## src/rtl/psa_pkg.sv

```systemverilog
package psa_pkg;
  typedef enum logic [1:0] {
    LW_8  = 2'd0,
    LW_16 = 2'd1,
    LW_32 = 2'd2,
    LW_64 = 2'd3
  } lane_width_e;
endpackage

```

## src/rtl/psa_lane_map.sv

```systemverilog
module psa_lane_map #(
  parameter int NSEG = 8
) (
  input  logic [1:0]      mode,
  output logic [NSEG-1:0] seg_first,
  output logic [NSEG-1:0] seg_last
);
  localparam int IW = $clog2(NSEG) + 2;

  logic [IW-1:0] span_mask;

  always_comb begin
    span_mask = IW'((1 << mode) - 1);
  end

  for (genvar i = 0; i < NSEG; i++) begin : g_map
    localparam logic [IW-1:0] POS  = IW'(i);
    localparam logic [IW-1:0] NEXT = IW'(i + 1);
    always_comb begin
      seg_first[i] = (POS & span_mask) == '0;
      seg_last[i]  = (NEXT & span_mask) == '0;
    end
  end
endmodule

```

## src/rtl/psa_segment.sv

```systemverilog
module psa_segment #(
  parameter int SEG_W = 8
) (
  input  logic [SEG_W-1:0] op_a,
  input  logic [SEG_W-1:0] op_b,
  input  logic             invert_b,
  input  logic             c_in,
  output logic [SEG_W-1:0] sum,
  output logic             c_out
);
  logic [SEG_W-1:0] b_eff;
  logic [SEG_W:0]   wide;

  always_comb begin
    b_eff = invert_b ? ~op_b : op_b;
    wide  = {1'b0, op_a} + {1'b0, b_eff} + {{SEG_W{1'b0}}, c_in};
    sum   = wide[SEG_W-1:0];
    c_out = wide[SEG_W];
  end
endmodule

```

## src/rtl/psa_flag_pack.sv

```systemverilog
module psa_flag_pack #(
  parameter int NSEG = 8
) (
  input  logic [1:0]      mode,
  input  logic [NSEG-1:0] seg_cout,
  output logic [NSEG-1:0] lane_flags
);
  localparam int SIW = (NSEG > 1) ? $clog2(NSEG) : 1;

  always_comb begin
    lane_flags = '0;
    for (int k = 0; k < NSEG; k++) begin
      int top_seg;
      logic [SIW-1:0] sel;
      top_seg = ((k + 1) << mode) - 1;
      sel = SIW'(top_seg);
      if (k < (NSEG >> mode)) lane_flags[k] = seg_cout[sel];
    end
  end
endmodule

```

## src/rtl/psa_out_reg.sv

```systemverilog
module psa_out_reg #(
  parameter int DATA_W = 64,
  parameter int NSEG   = 8
) (
  input  logic              clk,
  input  logic              rst,
  input  logic              load,
  input  logic [DATA_W-1:0] d_res,
  input  logic [NSEG-1:0]   d_flg,
  output logic              q_vld,
  output logic [DATA_W-1:0] q_res,
  output logic [NSEG-1:0]   q_flg
);
  always_ff @(posedge clk) begin
    if (rst) begin
      q_vld <= 1'b0;
      q_res <= '0;
      q_flg <= '0;
    end else begin
      q_vld <= load;
      if (load) begin
        q_res <= d_res;
        q_flg <= d_flg;
      end
    end
  end
endmodule

```

## src/rtl/psa_adder.sv

```systemverilog
module psa_adder #(
  parameter int DATA_W = 64,
  parameter int SEG_W  = 8
) (
  input  logic                      clk,
  input  logic                      rst,
  input  logic                      valid_in,
  input  logic [1:0]                mode,
  input  logic                      sub,
  input  logic [DATA_W-1:0]         a,
  input  logic [DATA_W-1:0]         b,
  output logic                      valid_out,
  output logic [DATA_W-1:0]         result,
  output logic [DATA_W/SEG_W-1:0]   carry_flags
);
  import psa_pkg::*;

  localparam int NSEG = DATA_W / SEG_W;

  lane_width_e      width_sel;
  logic [NSEG-1:0]  seg_first;
  logic [NSEG-1:0]  seg_last;
  logic [NSEG-1:0]  seg_cin;
  logic [NSEG-1:0]  seg_cout;
  logic [DATA_W-1:0] raw_sum;
  logic [NSEG-1:0]  lane_flags;

  assign width_sel = lane_width_e'(mode);

  psa_lane_map #(.NSEG(NSEG)) u_map (
    .mode      (width_sel),
    .seg_first (seg_first),
    .seg_last  (seg_last)
  );

  for (genvar s = 0; s < NSEG; s++) begin : g_seg
    if (s == 0) begin : g_base
      assign seg_cin[s] = sub;
    end else begin : g_link
      // a lane start cuts the chain and injects the subtract carry
      assign seg_cin[s] = seg_first[s] ? sub : seg_cout[s-1];
    end

    psa_segment #(.SEG_W(SEG_W)) u_seg (
      .op_a     (a[s*SEG_W +: SEG_W]),
      .op_b     (b[s*SEG_W +: SEG_W]),
      .invert_b (sub),
      .c_in     (seg_cin[s]),
      .sum      (raw_sum[s*SEG_W +: SEG_W]),
      .c_out    (seg_cout[s])
    );
  end

  psa_flag_pack #(.NSEG(NSEG)) u_flags (
    .mode       (width_sel),
    .seg_cout   (seg_cout),
    .lane_flags (lane_flags)
  );

  psa_out_reg #(.DATA_W(DATA_W), .NSEG(NSEG)) u_oreg (
    .clk   (clk),
    .rst   (rst),
    .load  (valid_in),
    .d_res (raw_sum),
    .d_flg (lane_flags),
    .q_vld (valid_out),
    .q_res (result),
    .q_flg (carry_flags)
  );

  logic unused_last;
  assign unused_last = ^seg_last;
endmodule

```

## config.mk

```make
export PLATFORM = sky130hd
export DESIGN_NAME = psa_adder
export DESIGN_NICKNAME = d
export VERILOG_FILES = /design/src/rtl/psa_pkg.sv /design/src/rtl/psa_lane_map.sv /design/src/rtl/psa_segment.sv /design/src/rtl/psa_flag_pack.sv /design/src/rtl/psa_out_reg.sv /design/src/rtl/psa_adder.sv
export SDC_FILE = /design/constraint.sdc
export NUM_CORES = 1
export LEC_CHECK = 0
export ABC_AREA = 1
export BUFFER_PORTS_ARGS = -buffer_cell sky130_fd_sc_hd__buf_2
export CORE_ASPECT_RATIO = 2
export CORE_MARGIN = 2
export CORE_UTILIZATION = 45
export DETAILED_ROUTE_END_ITERATION = 6
export GPL_TIMING_DRIVEN = 0
export PLACE_DENSITY = 0.73
export SETUP_SLACK_MARGIN = 0.02
export SLEW_MARGIN = 20
export SYNTH_ARGS = -nofsm -noshare
export SYNTH_HDL_FRONTEND = slang
export SYNTH_SLANG_ARGS = --single-unit
```

## constraint.sdc

```tcl
create_clock -name clk -period 15.5 [get_ports clk]
set_input_delay 1.55 -clock clk [delete_from_list [all_inputs] [get_ports clk]]
set_output_delay 1.55 -clock clk [all_outputs]
set_load 0.03 [all_outputs]
```

==> results.toml, run 1 <==
[status]
status = "finished, final reports clean"

[cts]
clkTransAtPathRegs_ns = 0.06
clockBufferDepth = 2
cts_hold_buf = 0
cts-root-buf = "clkbuf_16"
cts_setup_buffers = 0
cts-resized-gates = 0
clk-insertion-delay-late_ns = 0.34
cts_inserted_buffers = 9
cts_tree = "done"
clock_sinks = 73
htreeDepth = 3

[timing]
rsz0062_at_grt = "no"
slew_headroom = 0.591
setup_tns_ns = 0
final_hold_viol_count = 0
fmax_mhz = 75.1
finalClockSkew_ns = 0
maxSlewViolCount = 0
worstMarginPinSlew_ns = 0.613
finalCritPeriodShare = 0.860
finalSetupViolations = 0
post-route-min-period_ns = 13.32

[worst_setup_path]
cp-start-kind = "input port"
critPathMaxFanout = 10
critPathMostFrequentCell = "nand2_1"
required_ns = 15.77
crit_type = "input port to flop"
cp_slowest_cell = "fa_1"
arrival_ns = 13.59
cp_top_family = "adder cells"
path_buf_inv = 7
slowest_delay_ns = 0.47
worstSetupEndpointType = "flop"

[drt]
wire_per_inst_um = 15.7
ant_nets = 0
vias_per_cell = 5.16
dr.pass1.iters = 5
wl_mm = 19.2
drtIter0Drc = 252
vias = 6337
drc = 0

[placed_design]
portBuffers = 203
post-dp-hpwl_mm = 16.0
dp_cells = 1211
place.gp.congestion = 0.949

[floorplanning]
rows = 60
core-area_um2 = 13400
die_h_um = 170
initial_core_util = 0.461
die_w_um = 86.9
ioPinCount = 207
dieArea_um2 = 14800

[global_route]
first_global_vias = 6132
grt_first_pass_wirelength_mm = 29.8
gr-total-overflow = 0
track_usage = 0.261
grt_max_degree = 13
antenna_found_initial = 0

[logic_synthesis]
yosysWarnings = 0
synth_cell_types = 34
ys_async_sr_fraction = 0
synth_edf_count = 0
ys.flop_type = "dfxtp_1"
syn-instance-count = 853
yosys_register_bits = 73
synthesis.area_um2 = 6190
yosysSeqAreaShare = 0.236
avgSynthCellArea_um2 = 7.26
syn_nets = 1065

[pwr]
leakage_uw = 0.00431
ir_drop_mv = 0.0553
power.density_nw_per_um2 = 98.6

[cells_and_area]
drive_gt1_frac = 0.225
antennaDiodeCount = 0
stdcell_count = 1227
layout_commonest_cell = "buf_2"
area_growth_pct = 24.4
nets = 1279
mostFrequentLayoutCells = "213 x buf_2, 119 x inv_1, 111 x nand2_1, 88 x nor2_1, 82 x xor2_1"

[run]
cap_violations = 0

[hold_path]
hp-class = "flop to flop"
-- final timing paths --
kind	startpoint	endpoint	slack, ns	cells after the start
worst min-delay path	u_oreg.q_flg[4]	u_oreg.q_flg[4]	0.46	2
worst max-delay path	sub	u_oreg.q_flg[4]	2.18	64
worst min register to register	u_oreg.q_flg[4]	u_oreg.q_flg[4]	0.46	2
worst max register to register	u_oreg.q_res[10]	u_oreg.q_res[10]	14.75	4
-- layout make-up --
class,count,area (µm²)
fillers,1366,5740
inverters,121,454
clock buffers,11,243
plain buffers,32,153
flip-flops and latches,73,1460
well taps,155,194
multi-input cells,627,4120
clock inverters,5,55.1
repair buffers,203,1020
-- routing by layer --
layer	GRT usage	up-vias	part of all wire
met4	0.117	0	0.039
li1	-	3183	-
met1	0.275	2896	0.36
met3	0.0315	41	0.048
met2	0.498	217	0.55
met5	0	-	0
-- synth_stat cells, types with 2 or more instances --
| cell | count | area (µm²) |
|---|---|---|
| xor2_1 | 82 | 718 |
| o21ai_0 | 45 | 225 |
| or2_1 | 2 | 12.5 |
| inv_1 | 119 | 447 |
| inv_2 | 2 | 7.51 |
| nor2_1 | 88 | 330 |
| o21ai_1 | 23 | 115 |
| a21o_1 | 8 | 60.1 |
| o211ai_1 | 10 | 75.1 |
| ha_1 | 63 | 788 |
| a211oi_1 | 2 | 15.0 |
| buf_2 | 10 | 50.1 |
| xnor2_1 | 27 | 236 |
| nand4_1 | 8 | 50.1 |
| nand3_2 | 3 | 30.0 |
| a31oi_1 | 8 | 50.1 |
| and2_1 | 2 | 12.5 |
| nand2_2 | 2 | 12.5 |
| a21oi_1 | 63 | 315 |
| nand3_1 | 54 | 270 |
| nand2_1 | 111 | 417 |
| nand3b_1 | 5 | 37.5 |
| fa_1 | 15 | 300 |
| dfxtp_1 | 73 | 1460 |
| buf_1 | 3 | 11.3 |
| clkbuf_1 | 17 | 63.8 |
-- flip-flops by register name, indices dropped and copies added (netlist names) --
name          flops
u_oreg.q_flg      8
u_oreg.q_res     64
u_oreg.q_vld      1
-- kinds of logic (layout without fill, tap and decap cells) --
group / after synthesis / after routing / synth area share
DFF: 73 / 73 / 0.236
xor gates and xnor gates: 109 / 109 / 0.154
adders and majority gates: 78 / 78 / 0.176
and+or+nand+nor: 278 / 278 / 0.193
AOI/OAI and AO/OA: 162 / 162 / 0.143
buffers and inverters: 153 / 372 / 0.0980
-- through the flow --
stage | instance area, µm² | worst slack [ns] | utilization | power, µW | hold slack [ns]
2_1_floorplan | 6190 | 3.77 | - | 453 | 0.590
3_3_place_gp | 7400 | 1.95 | 0.551 | 547 | 0.450
3_5_place_dp | 7400 | 1.83 | 0.551 | 552 | 0.453
4_1_cts | 7700 | 2.14 | 0.573 | 762 | 0.463
5_1_grt | 7700 | 1.38 | 0.573 | 807 | 0.478
6_report | 7700 | 2.18 | 0.573 | 759 | 0.459
-- worst min-delay path: stages (launching register included) --
cell     delay (ns)
dfxtp_1        0.30
nand2_1        0.06
a21oi_1        0.05
-- power by group --
part	switching (µW)	internal, µW	leakage, µW
clock	81.8	128	0.000142
sequential	12.4	210	0.000606
combinational	206	121	0.00356
No activity file was read; power rests on OpenSTA's default activity.
==> run 2: changes to the inputs <==
--- a/config.mk
+++ b/config.mk
@@ -8,7 +8,7 @@
 export ABC_AREA = 1
 export BUFFER_PORTS_ARGS = -buffer_cell sky130_fd_sc_hd__buf_2
 export CORE_ASPECT_RATIO = 2
-export CORE_MARGIN = 2
+export CORE_MARGIN = 5
 export CORE_UTILIZATION = 45
 export DETAILED_ROUTE_END_ITERATION = 6
 export GPL_TIMING_DRIVEN = 0
==> constraint.sdc (replaced) <==
create_clock -name clk -period 15.5 [get_ports clk]
set_input_delay 0.775 -clock clk [delete_from_list [all_inputs] [get_ports clk]]
set_output_delay 0.775 -clock clk [all_outputs]
set_load 0.03 [all_outputs]
==> run 2 against run 1 <==
  * Setup slack improved by 0.82 ns
  * Via count decreased by 0.57%
  * Design area about the same
  * Die area increased by 11%
  * Register-to-register slack improved by 0.02 ns
  * Sequential share of layout area about the same
  * Critical path type unchanged
  * Highest routed layer unchanged
==> results.toml, run 2 (synthesized netlist as in run 1, its figures left out) <==
[timing]
rsz0062_at_grt = "no"
finalSetupViolations = 0
final_hold_viol_count = 0
post-route-min-period_ns = 12.51
slew_headroom = 0.549
worst_slack_ns = 2.99
setup_tns_ns = 0
finalCritPeriodShare = 0.807
whs_ns = 0.468
finalClockSkew_ns = 0
maxSlewViolCount = 0
worstMarginPinSlew_ns = 0.676
fmax_mhz = 80.0

[global_route]
gr-total-overflow = 0
track_usage = 0.242
grt_first_pass_wirelength_mm = 30.8
grt_max_degree = 13
antenna_found_initial = 1
first_global_vias = 6215

[hold_path]
min_from = "u_oreg.q_flg[5]"
hold_depth = 2
hold_path_end = "u_oreg.q_flg[5]"
hp-class = "flop to flop"

[floorplanning]
initial_core_util = 0.458
core-area_um2 = 13500
die_w_um = 92.9
ioPinCount = 207
rows = 60
die_h_um = 176
dieArea_um2 = 16300

[drt]
ant_nets = 0
wl_mm = 20.0
drc = 0
dr.pass1.iters = 6
wire_per_inst_um = 16.3
vias_per_cell = 5.13
drtIter0Drc = 241
vias = 6301

[placed_design]
place.gp.congestion = 0.953
post-dp-hpwl_mm = 16.6
portBuffers = 203
dp_worst_setup_slack_ns = 2.63

[cts]
cts-resized-gates = 0
clockBufferDepth = 2
clkTransAtPathRegs_ns = 0.06
htreeDepth = 3
cts-root-buf = "clkbuf_16"
cts_hold_buf = 0
clk-insertion-delay-late_ns = 0.33
cts_inserted_buffers = 9
cts_setup_buffers = 0
clock_sinks = 73
cts_tree = "done"

[pwr]
p_sw_uw = 295
intPower_uw = 453
pwr-share-comb = 0.432
swShare = 0.394
clockPowerShare = 0.274
leakage_uw = 0.00431
ir_drop_mv = 0.0509
power.density_nw_per_um2 = 97.4
p_seq_frac = 0.295

[worst_setup_path]
crit_type = "input port to flop"
rrSetupSlack_ns = 14.77
r2r_start = "u_oreg.q_res[60]"
slowest_delay_ns = 0.50
cp_slowest_cell = "fa_1"
worstSetupEndpointType = "flop"
required_ns = 15.76
rr_endpoint = "u_oreg.q_res[60]"
arrival_ns = 12.77
critPathMaxFanout = 10
critPathMostFrequentCell = "nand2_1"
cp-start-kind = "input port"
r2r.worst_path.cells = 4

[cells_and_area]
drive_gt1_frac = 0.225
top_register = "u_oreg.q_res"
reg_top3 = "u_oreg.q_res x64, u_oreg.q_flg x8, u_oreg.q_vld x1"
layout_commonest_cell = "buf_2"
largest_reg_flops = 64
nets = 1279
mostFrequentLayoutCells = "213 x buf_2, 119 x inv_1, 111 x nand2_1, 88 x nor2_1, 82 x xor2_1"
area_growth_pct = 24.2

[status]
status = "finished, final reports clean"

[run]
cap_violations = 0
-- run 2: cell types whose count changed in the layout (fill, tap and decap cells not counted), sizes merged --
cell	previous run	this run
clkbuf	28	27
clkinv	2	5
clkinvlp	2	0
diode	0	1
-- run 2: layout make-up --
type / count / area, µm²
repair buffers: 203 / 1020
multi-input cells: 627 / 4120
well taps: 155 / 194
fillers: 1332 / 5820
plain buffers: 32 / 153
clock inverters: 6 / 58.8
clock buffers: 10 / 229
flip-flops and latches: 73 / 1460
diodes: 1 / 2.50
inverters: 121 / 454
-- run 2: worst max path at each step --
stage	start	endpoint	slack, ns
6_report	sub	u_oreg.q_flg[2]	2.99
5_1_grt	sub	u_oreg.q_flg[0]	2.18
4_1_cts	sub	u_oreg.q_flg[0]	2.93
3_5_place_dp	sub	u_oreg.q_flg[2]	2.63
3_3_place_gp	sub	u_oreg.q_flg[0]	2.70
2_1_floorplan	sub	u_oreg.q_flg[1]	4.54
-- run 2: worst max-delay path, delay by kind of cell --
family / cells / cell delay (ns)
AND/OR/NAND/NOR: 35 / 3.56
buffers and inverters: 7 / 0.84
adder cells (fa/ha/maj): 15 / 6.51
AO/OA/AOI/OAI: 6 / 0.92
XOR/XNOR: 1 / 0.13
-- run 2: layer usage --
| metal | wire (µm) | GRT usage | up-vias |
|---|---|---|---|
| li1 | - | - | 3184 |
| met1 | 7030 | 0.245 | 2867 |
| met2 | 11200 | 0.475 | 201 |
| met3 | 1020 | 0.0326 | 49 |
| met4 | 779 | 0.109 | 0 |
| met5 | 0 | 0 | - |
-- run 2: stage by stage --
stage          cells  instance area (µm²)  power, µW   util
5_1_grt         1228                 7690        798  0.569
2_1_floorplan    853                 6190        453      -
3_5_place_dp    1211                 7400        548  0.548
6_report        1228                 7690        749  0.569
4_1_cts         1227                 7690        753  0.569
3_3_place_gp    1211                 7400        544  0.548
-- run 2: power groups by stage --
stage          Sequential [µW]  Clock [µW]  Combinational (µW)
2_1_floorplan              267           0                 186
3_3_place_gp               224           0                 320
3_5_place_dp               224           0                 323
4_1_cts                    221         207                 325
5_1_grt                    223         216                 358
6_report                   221         205                 323
